[config.mk]
export PLATFORM = sky130hd
export DESIGN_NAME = tick_compare_timer
export DESIGN_NICKNAME = d
export VERILOG_FILES = /design/src/rtl/tct_pkg.sv /design/src/rtl/tct_prescaler.sv /design/src/rtl/tct_counter.sv /design/src/rtl/tct_compare_bank.sv /design/src/rtl/tick_compare_timer.sv
export SDC_FILE = /design/constraint.sdc
export NUM_CORES = 1
export LEC_CHECK = 0
export BUFFER_PORTS_ARGS = -buffer_cell sky130_fd_sc_hd__buf_2
export CAP_MARGIN = 0
export CORE_MARGIN = 5
export CORE_UTILIZATION = 60
export CTS_BUF_LIST = sky130_fd_sc_hd__clkbuf_8
export CTS_CLUSTER_DIAMETER = 150
export DETAILED_ROUTE_END_ITERATION = 10
export GPL_TIMING_DRIVEN = 0
export PLACE_DENSITY = 0.8
export SYNTH_ARGS = -nofsm -noshare
export SYNTH_HDL_FRONTEND = slang
export SYNTH_SLANG_ARGS = --single-unit
[constraint.sdc]
create_clock -name clk -period 2.3 [get_ports clk]
set_clock_uncertainty 0.1 [all_clocks]
set_input_delay 0.46 -clock clk [delete_from_list [all_inputs] [get_ports clk]]
set_output_delay 0.46 -clock clk [all_outputs]
set_load 0.01 [all_outputs]
[src/rtl/tct_pkg.sv]
package tct_pkg;
  localparam int unsigned TCT_CNT_W  = 16;
  localparam int unsigned TCT_CMP_W  = 8;
  localparam int unsigned TCT_NUM_CH = 4;
  localparam int unsigned TCT_DIV_W  = 3;
endpackage

[src/rtl/tct_prescaler.sv]
module tct_prescaler #(
  parameter int unsigned DIV_W = tct_pkg::TCT_DIV_W
) (
  input  logic                             clk,
  input  logic                             rst,
  input  logic                             en,
  input  logic [$clog2(DIV_W+1)-1:0]       sel,
  output logic                             tick
);
  logic [DIV_W-1:0] div_q;
  logic [DIV_W-1:0] low_mask;

  always_comb begin
    low_mask = '0;
    for (int k = 0; k < DIV_W; k++) begin
      if (k < int'(sel)) low_mask[k] = 1'b1;
    end
  end

  assign tick = en && ((div_q & low_mask) == low_mask);

  always_ff @(posedge clk) begin
    if (rst)     div_q <= '0;
    else if (en) div_q <= div_q + 1'b1;
  end

  // a disabled prescaler freezes its divider
  p_div_hold_r3: assert property (@(posedge clk) disable iff (rst)
    !en |=> $stable(div_q));
  // divider steps once per enabled clock, never reset by select
  p_div_step_r2: assert property (@(posedge clk) disable iff (rst)
    en |=> div_q == $past(div_q) + 1'b1);
endmodule

[src/rtl/tct_counter.sv]
module tct_counter #(
  parameter int unsigned CNT_W = tct_pkg::TCT_CNT_W,
  parameter int unsigned LOW_W = tct_pkg::TCT_CMP_W
) (
  input  logic             clk,
  input  logic             rst,
  input  logic             tick,
  input  logic             run,
  output logic [LOW_W-1:0] low_byte,
  output logic             ovf
);
  logic [CNT_W-1:0] cnt_q;
  logic             ovf_q;
  logic             at_top;

  assign at_top   = &cnt_q;
  assign low_byte = cnt_q[LOW_W-1:0];
  assign ovf      = ovf_q;

  always_ff @(posedge clk) begin
    if (rst) begin
      cnt_q <= '0;
      ovf_q <= 1'b0;
    end else if (tick) begin
      ovf_q <= run && at_top;
      if (run) cnt_q <= cnt_q + 1'b1;
    end
  end

  // counter moves by exactly one on a running tick
  p_cnt_step_r4: assert property (@(posedge clk) disable iff (rst)
    (tick && run) |=> cnt_q == $past(cnt_q) + 1'b1);
  // counter frozen otherwise
  p_cnt_hold_r4: assert property (@(posedge clk) disable iff (rst)
    !(tick && run) |=> $stable(cnt_q));
  // overflow only ever seen with the counter at zero
  p_ovf_zero_r5: assert property (@(posedge clk) disable iff (rst)
    ovf_q |-> cnt_q == '0);
  // overflow rises only out of the top value
  p_ovf_rise_r5: assert property (@(posedge clk) disable iff (rst)
    $rose(ovf_q) |-> $past(at_top));
endmodule

[src/rtl/tct_compare_bank.sv]
module tct_compare_bank #(
  parameter int unsigned CMP_W  = tct_pkg::TCT_CMP_W,
  parameter int unsigned NUM_CH = tct_pkg::TCT_NUM_CH
) (
  input  logic                      clk,
  input  logic                      rst,
  input  logic                      fire,
  input  logic [$clog2(NUM_CH)-1:0] chan,
  input  logic [CMP_W-1:0]          data,
  input  logic [CMP_W-1:0]          low_byte,
  output logic [NUM_CH-1:0]         match
);
  logic [NUM_CH-1:0]            strobe;
  logic [NUM_CH-1:0][CMP_W-1:0] regs_q;

  for (genvar i = 0; i < NUM_CH; i++) begin : g_ch
    assign strobe[i] = fire && (chan == i[$clog2(NUM_CH)-1:0]);

    always_ff @(posedge clk) begin
      if (rst)            regs_q[i] <= '0;
      else if (strobe[i]) regs_q[i] <= data;
    end

    assign match[i] = (regs_q[i] == low_byte);

    // addressed channel takes the offered byte
    p_load_r6: assert property (@(posedge clk) disable iff (rst)
      (fire && chan == i[$clog2(NUM_CH)-1:0]) |=> regs_q[i] == $past(data));
    // unaddressed channel keeps its byte
    p_keep_r7: assert property (@(posedge clk) disable iff (rst)
      !strobe[i] |=> $stable(regs_q[i]));
  end

  // the decode never selects two registers
  p_one_write_r6: assert property (@(posedge clk) disable iff (rst)
    $onehot0(strobe));
endmodule

[src/rtl/tick_compare_timer.sv]
module tick_compare_timer #(
  parameter int unsigned CNT_W  = tct_pkg::TCT_CNT_W,
  parameter int unsigned CMP_W  = tct_pkg::TCT_CMP_W,
  parameter int unsigned NUM_CH = tct_pkg::TCT_NUM_CH,
  parameter int unsigned DIV_W  = tct_pkg::TCT_DIV_W
) (
  input  logic                       clk,
  input  logic                       rst,
  input  logic                       presc_en,
  input  logic [$clog2(DIV_W+1)-1:0] presc_sel,
  input  logic                       tmr_en,
  input  logic                       wr_valid,
  output logic                       wr_ready,
  input  logic [$clog2(NUM_CH)-1:0]  wr_chan,
  input  logic [CMP_W-1:0]           wr_data,
  output logic [NUM_CH-1:0]          match,
  output logic                       ovf
);
  logic             tick;
  logic [CMP_W-1:0] low_byte;

  tct_prescaler #(.DIV_W(DIV_W)) u_presc (
    .clk(clk), .rst(rst), .en(presc_en), .sel(presc_sel), .tick(tick)
  );

  tct_counter #(.CNT_W(CNT_W), .LOW_W(CMP_W)) u_cnt (
    .clk(clk), .rst(rst), .tick(tick), .run(tmr_en),
    .low_byte(low_byte), .ovf(ovf)
  );

  tct_compare_bank #(.CMP_W(CMP_W), .NUM_CH(NUM_CH)) u_cmp (
    .clk(clk), .rst(rst), .fire(wr_valid && tick), .chan(wr_chan),
    .data(wr_data), .low_byte(low_byte), .match(match)
  );

  assign wr_ready = tick;

  // nothing accepted while the prescaler is off
  p_no_ready_r3: assert property (@(posedge clk) disable iff (rst)
    !presc_en |-> !wr_ready);
endmodule

==> flow_summary.toml, run 1 <==
[route]
vias_per_cell = 6.28
drt_wl_total_mm = 7.44
dr.pass1.iters = 5
avgRoutedWirePerCell_um = 17.2
drcViolationCount = 0
drt_iter0_drc = 147
ant_nets = 0
vias = 2720

[sta]
setup_viol = 0
post-route-min-period_ns = 2.16
hold_viol = 0
fmax_ghz = 0.464
fin_crit_sh_pct = 93.8
rsz0062_at_grt = "no"
setup_ws_ns = 0.143
worstMarginPinSlew_ns = 0.667
final_max_slew_viol_count = 0
maxSlewHeadroom_pct = 55.2

[clock_network]
clkSinkCount = 52
cts_tree = "yes"
cts_root_buffer = "clkbuf_8"
clk_pin_slew_worst_paths_ns = 0.10
cts-htree-levels = 2
clk_latency_ns = 0.30
cts_max_path_buffers = 2
numCtsBuffers = 5

[synth]
syn_nets = 360
synth_warnings = 0
synth_edf_count = 0
async_reset_ff_share_pct = 0
ys_seq_area_share_pct = 35.9
ys.flop_type = "dfxtp_1"
synth.area.top_cells = "dfxtp_1 (36%), xnor2_1 (10%), nand4_1 (9.7%)"
yosysTopAreaCellShare_pct = 35.9
avgSynthCellArea_um2 = 8.51
synth_cells = 341
ys_ff_latch = 52
synth_top_area_cell = "dfxtp_1"
netlist_area_mm2 = 0.00290
synth_cell_type_count = 37

[grt]
grt_max_degree = 20
grt_pass1_vias = 2562
antenna_found_initial = 0
grt.overflow.total = 0
gr-usage-all-layers_pct = 25.1
grt_pass1_wl_mm = 12.5

[finish]
multi_input_area_mm2 = 0.00168
postLayoutCellArea_mm2 = 0.00319
nNetsFinal = 384
fillers = 413
diodes = 0
drive_above_1_share_pct = 16.1
seq_area_mm2 = 0.00104
area_growth_pct = 9.88

[outcome]
status = "complete, no violations"

[die]
dieWidth_um = 79.5
dieArea_mm2 = 0.00633
ioPinCount = 23
die_h_um = 79.5
rows = 25
core_mm2 = 0.00472
initial_core_util_pct = 61.4

[place]
io_buffers = 19
gp_congestion = 0.845
placedInstanceArea_mm2 = 0.00308
dp_hpwl_mm = 5.20
pre_cts_ws_ns = -0.0878

[critical_path]
startpoint_type = "flip-flop"
worstPathArrival_ns = 1.60
worst-path-buf-inv = 3
cpPeakStageDelay_ns = 0.37
end_kind = "output pin"
critPathMostFrequentCell = "buf_2"
worst-setup-path-type = "flip-flop to output pin"
worstPathMaxFanout = 13
slowest_stage = "dfxtp_1"
critPathTopFamily = "buffers and inverters"
critical_path_required_ns = 1.74
cp_cell_sequence = "inv_1 > o21a_2 > buf_2 > nor2_1 > buf_2"

[power_and_ir_drop]
finalPower_mw = 1.76
ir_worst_vdd_mv = 0.355
power_density_mw_per_mm2 = 553
p_leak_nw = 1.04

[worst_hold_path]
hold_class = "input pin to flip-flop"

[run]
drv_cap = 0
[cell type report]
cell class                 count  share of cell area [%]
inverter                       2                   0.235
multi-input combinational    249                    52.7
sequential                    52                    32.7
buffer                        36                    5.34
clock buffer                   5                    2.16
timing repair buffer          19                    2.98
tap                           67                    2.63
clock inverter                 3                    1.33
[registers in the layout, summed over array words and instances, names as in the netlist]
signal and count:
u_presc.div_q 3, u_cnt.cnt_q 16, u_cnt.ovf 1, u_cmp.regs_q 32
[path summary, 6_finish.rpt]
check | cells past startpoint | end | slack (ns) | startpoint
worst max-delay path | 5 | wr_ready | 0.14 | u_presc.div_q[1]
worst min-delay path | 3 | u_cmp.regs_q[1] | 0.35 | wr_data[1]
worst max register to register | 5 | u_cnt.cnt_q[11] | 0.31 | u_presc.div_q[1]
worst min register to register | 2 | u_cmp.regs_q[27] | 0.39 | u_cmp.regs_q[27]
[per-stage QoR]
step | util, % | TNS [ns] | hold slack, ns | std cells
after global placement | 65.2 | -0.0701 | 0.367 | 427
after floorplan | - | 0 | 0.361 | 341
after CTS | 67.4 | 0 | 0.340 | 433
after global routing | 67.5 | 0 | 0.344 | 433
after detailed placement | 65.2 | -0.0878 | 0.375 | 427
final | 67.5 | 0 | 0.346 | 433
[repair_timing]
| action | CTS | global route |
|---|---|---|
| buffers inserted | 0 | 0 |
| gates resized for setup | 1 | 1 |
| setup endpoints to repair | 1 | 1 |
| gates cloned | 0 | 0 |
| hold buffers | 0 | 0 |
[tightest hold or removal path, stage by stage]
cell and delay (ns):
buf_2 0.13, nand4_1 0.07, a21oi_1 0.05
[report_power, final]
group | internal, mW | switching (mW)
registers | 0.909 | 0.00738
logic | 0.0586 | 0.156
clock network | 0.322 | 0.310
[routing by layer]
metal	share of wire, %	wire length (µm)	global-route usage (%)	vias up
li1	-	-	-	1304
met1	44	3290	32.8	1290
met3	6.4	474	4.74	18
met5	0	0	0	-
met4	2.8	207	10.5	0
met2	47	3470	40.4	108
[synthesized netlist by cell type, drive strengths merged, types with 7 or more instances]
cell type,n
a21oi,35
buf,15
clkbuf,23
dfxtp,52
mux2,12
nand2,8
nand3,7
nand4,45
nor2,23
nor2b,13
nor4,9
o31ai,35
xnor2,33
[cell usage in the layout (no fill, tap or decap), drive strengths merged]
cell type  Yosys  layout
a21oi         35      35
and2           2       2
and3           4       4
and3b          1       1
and4           3       3
buf           15      32
bufinv         0       1
clkbuf        23      28
clkinv         0       1
clkinvlp       0       1
dfxtp         52      52
ha             2       2
inv            2       2
mux2          12      12
mux2i          2       2
nand2          8       8
nand2b         2       2
nand3          7       7
nand3b         1       1
nand4         45      45
nor2          23      23
nor2b         13      13
nor4           9       9
nor4b          1       1
o21a           2       2
o21ai          2       2
o31ai         35      35
o32ai          1       1
or2            2       2
or4            3       3
xnor2         33      33
xor2           1       1
[logic make-up (layout without fill, tap and decap cells)]
family | after synthesis | in the layout | synth area share [%]
buf+inv | 40 | 65 | 6.30
flops | 52 | 52 | 35.9
compound gates | 75 | 75 | 16.5
fa+ha+maj | 2 | 2 | 0.862
xor+xnor | 34 | 34 | 10.3
mux | 14 | 14 | 5.48
simple gates | 124 | 124 | 24.7
Note: power is estimated with default switching activity, not from simulation.
==> run 2: changes to the inputs <==
- RECOVER_POWER: unset -> 50
==> run 2 against run 1 <==
  * Routed wire length down 0.66%
  * Non-clock buffer count unchanged
  * Power is essentially flat
  * Setup slack improved by 0.0025 ns
  * Hold slack worse by 0.0016 ns
  * Sequential share of layout area increased by 0.051 points
  * Critical path type unchanged
  * Critical endpoint unchanged
  * Highest routed layer unchanged
  * Flip-flop and latch count did not move
  * First-iteration DRC count rose by 8.2%
  * Die area unchanged
==> flow_summary.toml, run 2 (same netlist as run 1, synthesis figures left out) <==
[outcome]
status = "complete, no violations"

[critical_path]
worstPathArrival_ns = 1.59
worst-setup-path-type = "flip-flop to output pin"
worstPathMaxFanout = 13
r2r_slack_ns = 0.32
startpoint_type = "flip-flop"
critical_path_required_ns = 1.74
end_kind = "output pin"

[clock_network]
numCtsBuffers = 5
clk_pin_slew_worst_paths_ns = 0.10
clkSinkCount = 52
cts_root_buffer = "clkbuf_8"
cts_tree = "yes"
cts-htree-levels = 2
post_cts_buffers = 0
clk_latency_ns = 0.30
cts_hold_buffers = 0
cts_max_path_buffers = 2

[worst_hold_path]
hold_class = "input pin to flip-flop"

[sta]
rsz0062_at_grt = "no"
worstMarginPinSlew_ns = 0.677
maxSlewHeadroom_pct = 54.6
fin_tns_setup_ns = 0
setup_ws_ns = 0.146
setup_viol = 0
post-route-min-period_ns = 2.15
fmax_ghz = 0.464
hold_viol = 0
fin_crit_sh_pct = 93.7
final_max_slew_viol_count = 0

[route]
drt_iter0_drc = 159
drt_wl_total_mm = 7.39
avgRoutedWirePerCell_um = 17.1
vias = 2692
dr.pass1.iters = 5
drcViolationCount = 0
vias_per_cell = 6.22
ant_nets = 0

[finish]
reg_top3 = "u_cmp.regs_q (32), u_cnt.cnt_q (16), u_presc.div_q (3)"
diodes = 0
final_cell_mix = "dfxtp_1 (52), nand4_1 (45), o31ai_1 (35), a21oi_1 (35), xnor2_1 (33)"
drive_above_1_share_pct = 15.6
area_growth_pct = 9.70
fillers = 416
nNetsFinal = 384
layout.cells.most_common = "dfxtp_1"
top_register = "u_cmp.regs_q"
layout.cells.non_filler = 433
largest_reg_flops = 32

[die]
dieArea_mm2 = 0.00633
dieWidth_um = 79.5
rows = 25
ioPinCount = 23
core_mm2 = 0.00472
initial_core_util_pct = 61.4
die_h_um = 79.5

[power_and_ir_drop]
switching_share_pct = 26.8
p_sw_uw = 473
ir_worst_vdd_mv = 0.360
p_seq_share_pct = 52.0
finalPower_mw = 1.76
p_int_mw = 1.29
power_density_mw_per_mm2 = 554
p_leak_nw = 1.03
p_clk_share_pct = 35.8
comb_power_share_pct = 12.2

[place]
place_inst = 427
io_buffers = 19
gp_congestion = 0.845
dp_hpwl_mm = 5.20
pre_cts_ws_ns = -0.0878

[grt]
gr-usage-all-layers_pct = 25.1
antenna_found_initial = 0
grt.overflow.total = 0
grt_pass1_wl_mm = 12.5
grt_pass1_vias = 2562
grt_max_degree = 20

[run]
drv_cap = 0
-- run 2: cell types whose count changed in the layout (fill, tap and decap cells not counted) --
cell | previous run | this run
buf_1 | 2 | 1
or4_1 | 2 | 3
clkbuf_1 | 22 | 24
or4_4 | 1 | 0
buf_2 | 26 | 25
-- run 2: power by group through the flow --
stage,Clock (mW),Combinational [mW],Sequential (mW)
after floorplan,0,0.136,0.935
after global placement,0,0.208,0.936
after detailed placement,0,0.211,0.937
after CTS,0.640,0.211,0.916
after global routing,0.673,0.236,0.917
final,0.632,0.215,0.916
-- run 2: final cells by class --
cell class,instances,area [µm²],share of cell area [%]
clock buffer,5,68.8,2.16
inverter,2,7.51,0.236
multi-input combinational,249,1680,52.6
timing repair buffer,19,93.8,2.95
clock inverter,3,42.5,1.34
sequential,52,1040,32.7
buffer,36,170,5.35
tap,67,83.8,2.63
-- run 2: routing by layer --
layer | track usage [%] | vias to the layer above | share of wire, %
met1 | 32.8 | 1276 | 45
met3 | 4.74 | 18 | 5.6
met5 | 0 | - | 0
met2 | 40.4 | 95 | 47
li1 | - | 1303 | -
met4 | 10.5 | 0 | 2.9
-- run 2: path summary, 6_finish.rpt --
| check | from | endpoint | depth (start not counted) |
|---|---|---|---|
| min reg2reg | u_cmp.regs_q[17] | u_cmp.regs_q[17] | 2 |
| max reg2reg | u_presc.div_q[1] | u_cnt.cnt_q[11] | 5 |
| max | u_presc.div_q[1] | wr_ready | 5 |
| min | wr_data[1] | u_cmp.regs_q[1] | 3 |
-- run 2: worst max-delay path: stages (launching register included) --
cell     delay [ns]
dfxtp_1        0.37
inv_1          0.07
o21a_2         0.30
buf_2          0.21
nor2_1         0.18
buf_2          0.16
-- run 2: what timing repair did --
item | in CTS | in global routing
gates cloned | 0 | 0
endpoints found under the setup margin | 1 | 1
gates resized for setup | 1 | 1
-- run 2: stage by stage --
stage	utilization (%)	area, µm²	hold slack (ns)
floorplan	-	2900	0.361
finish	67.4	3180	0.344
global route	67.4	3180	0.344
CTS	67.4	3190	0.340
detailed placement	65.2	3080	0.375
global placement	65.2	3080	0.367
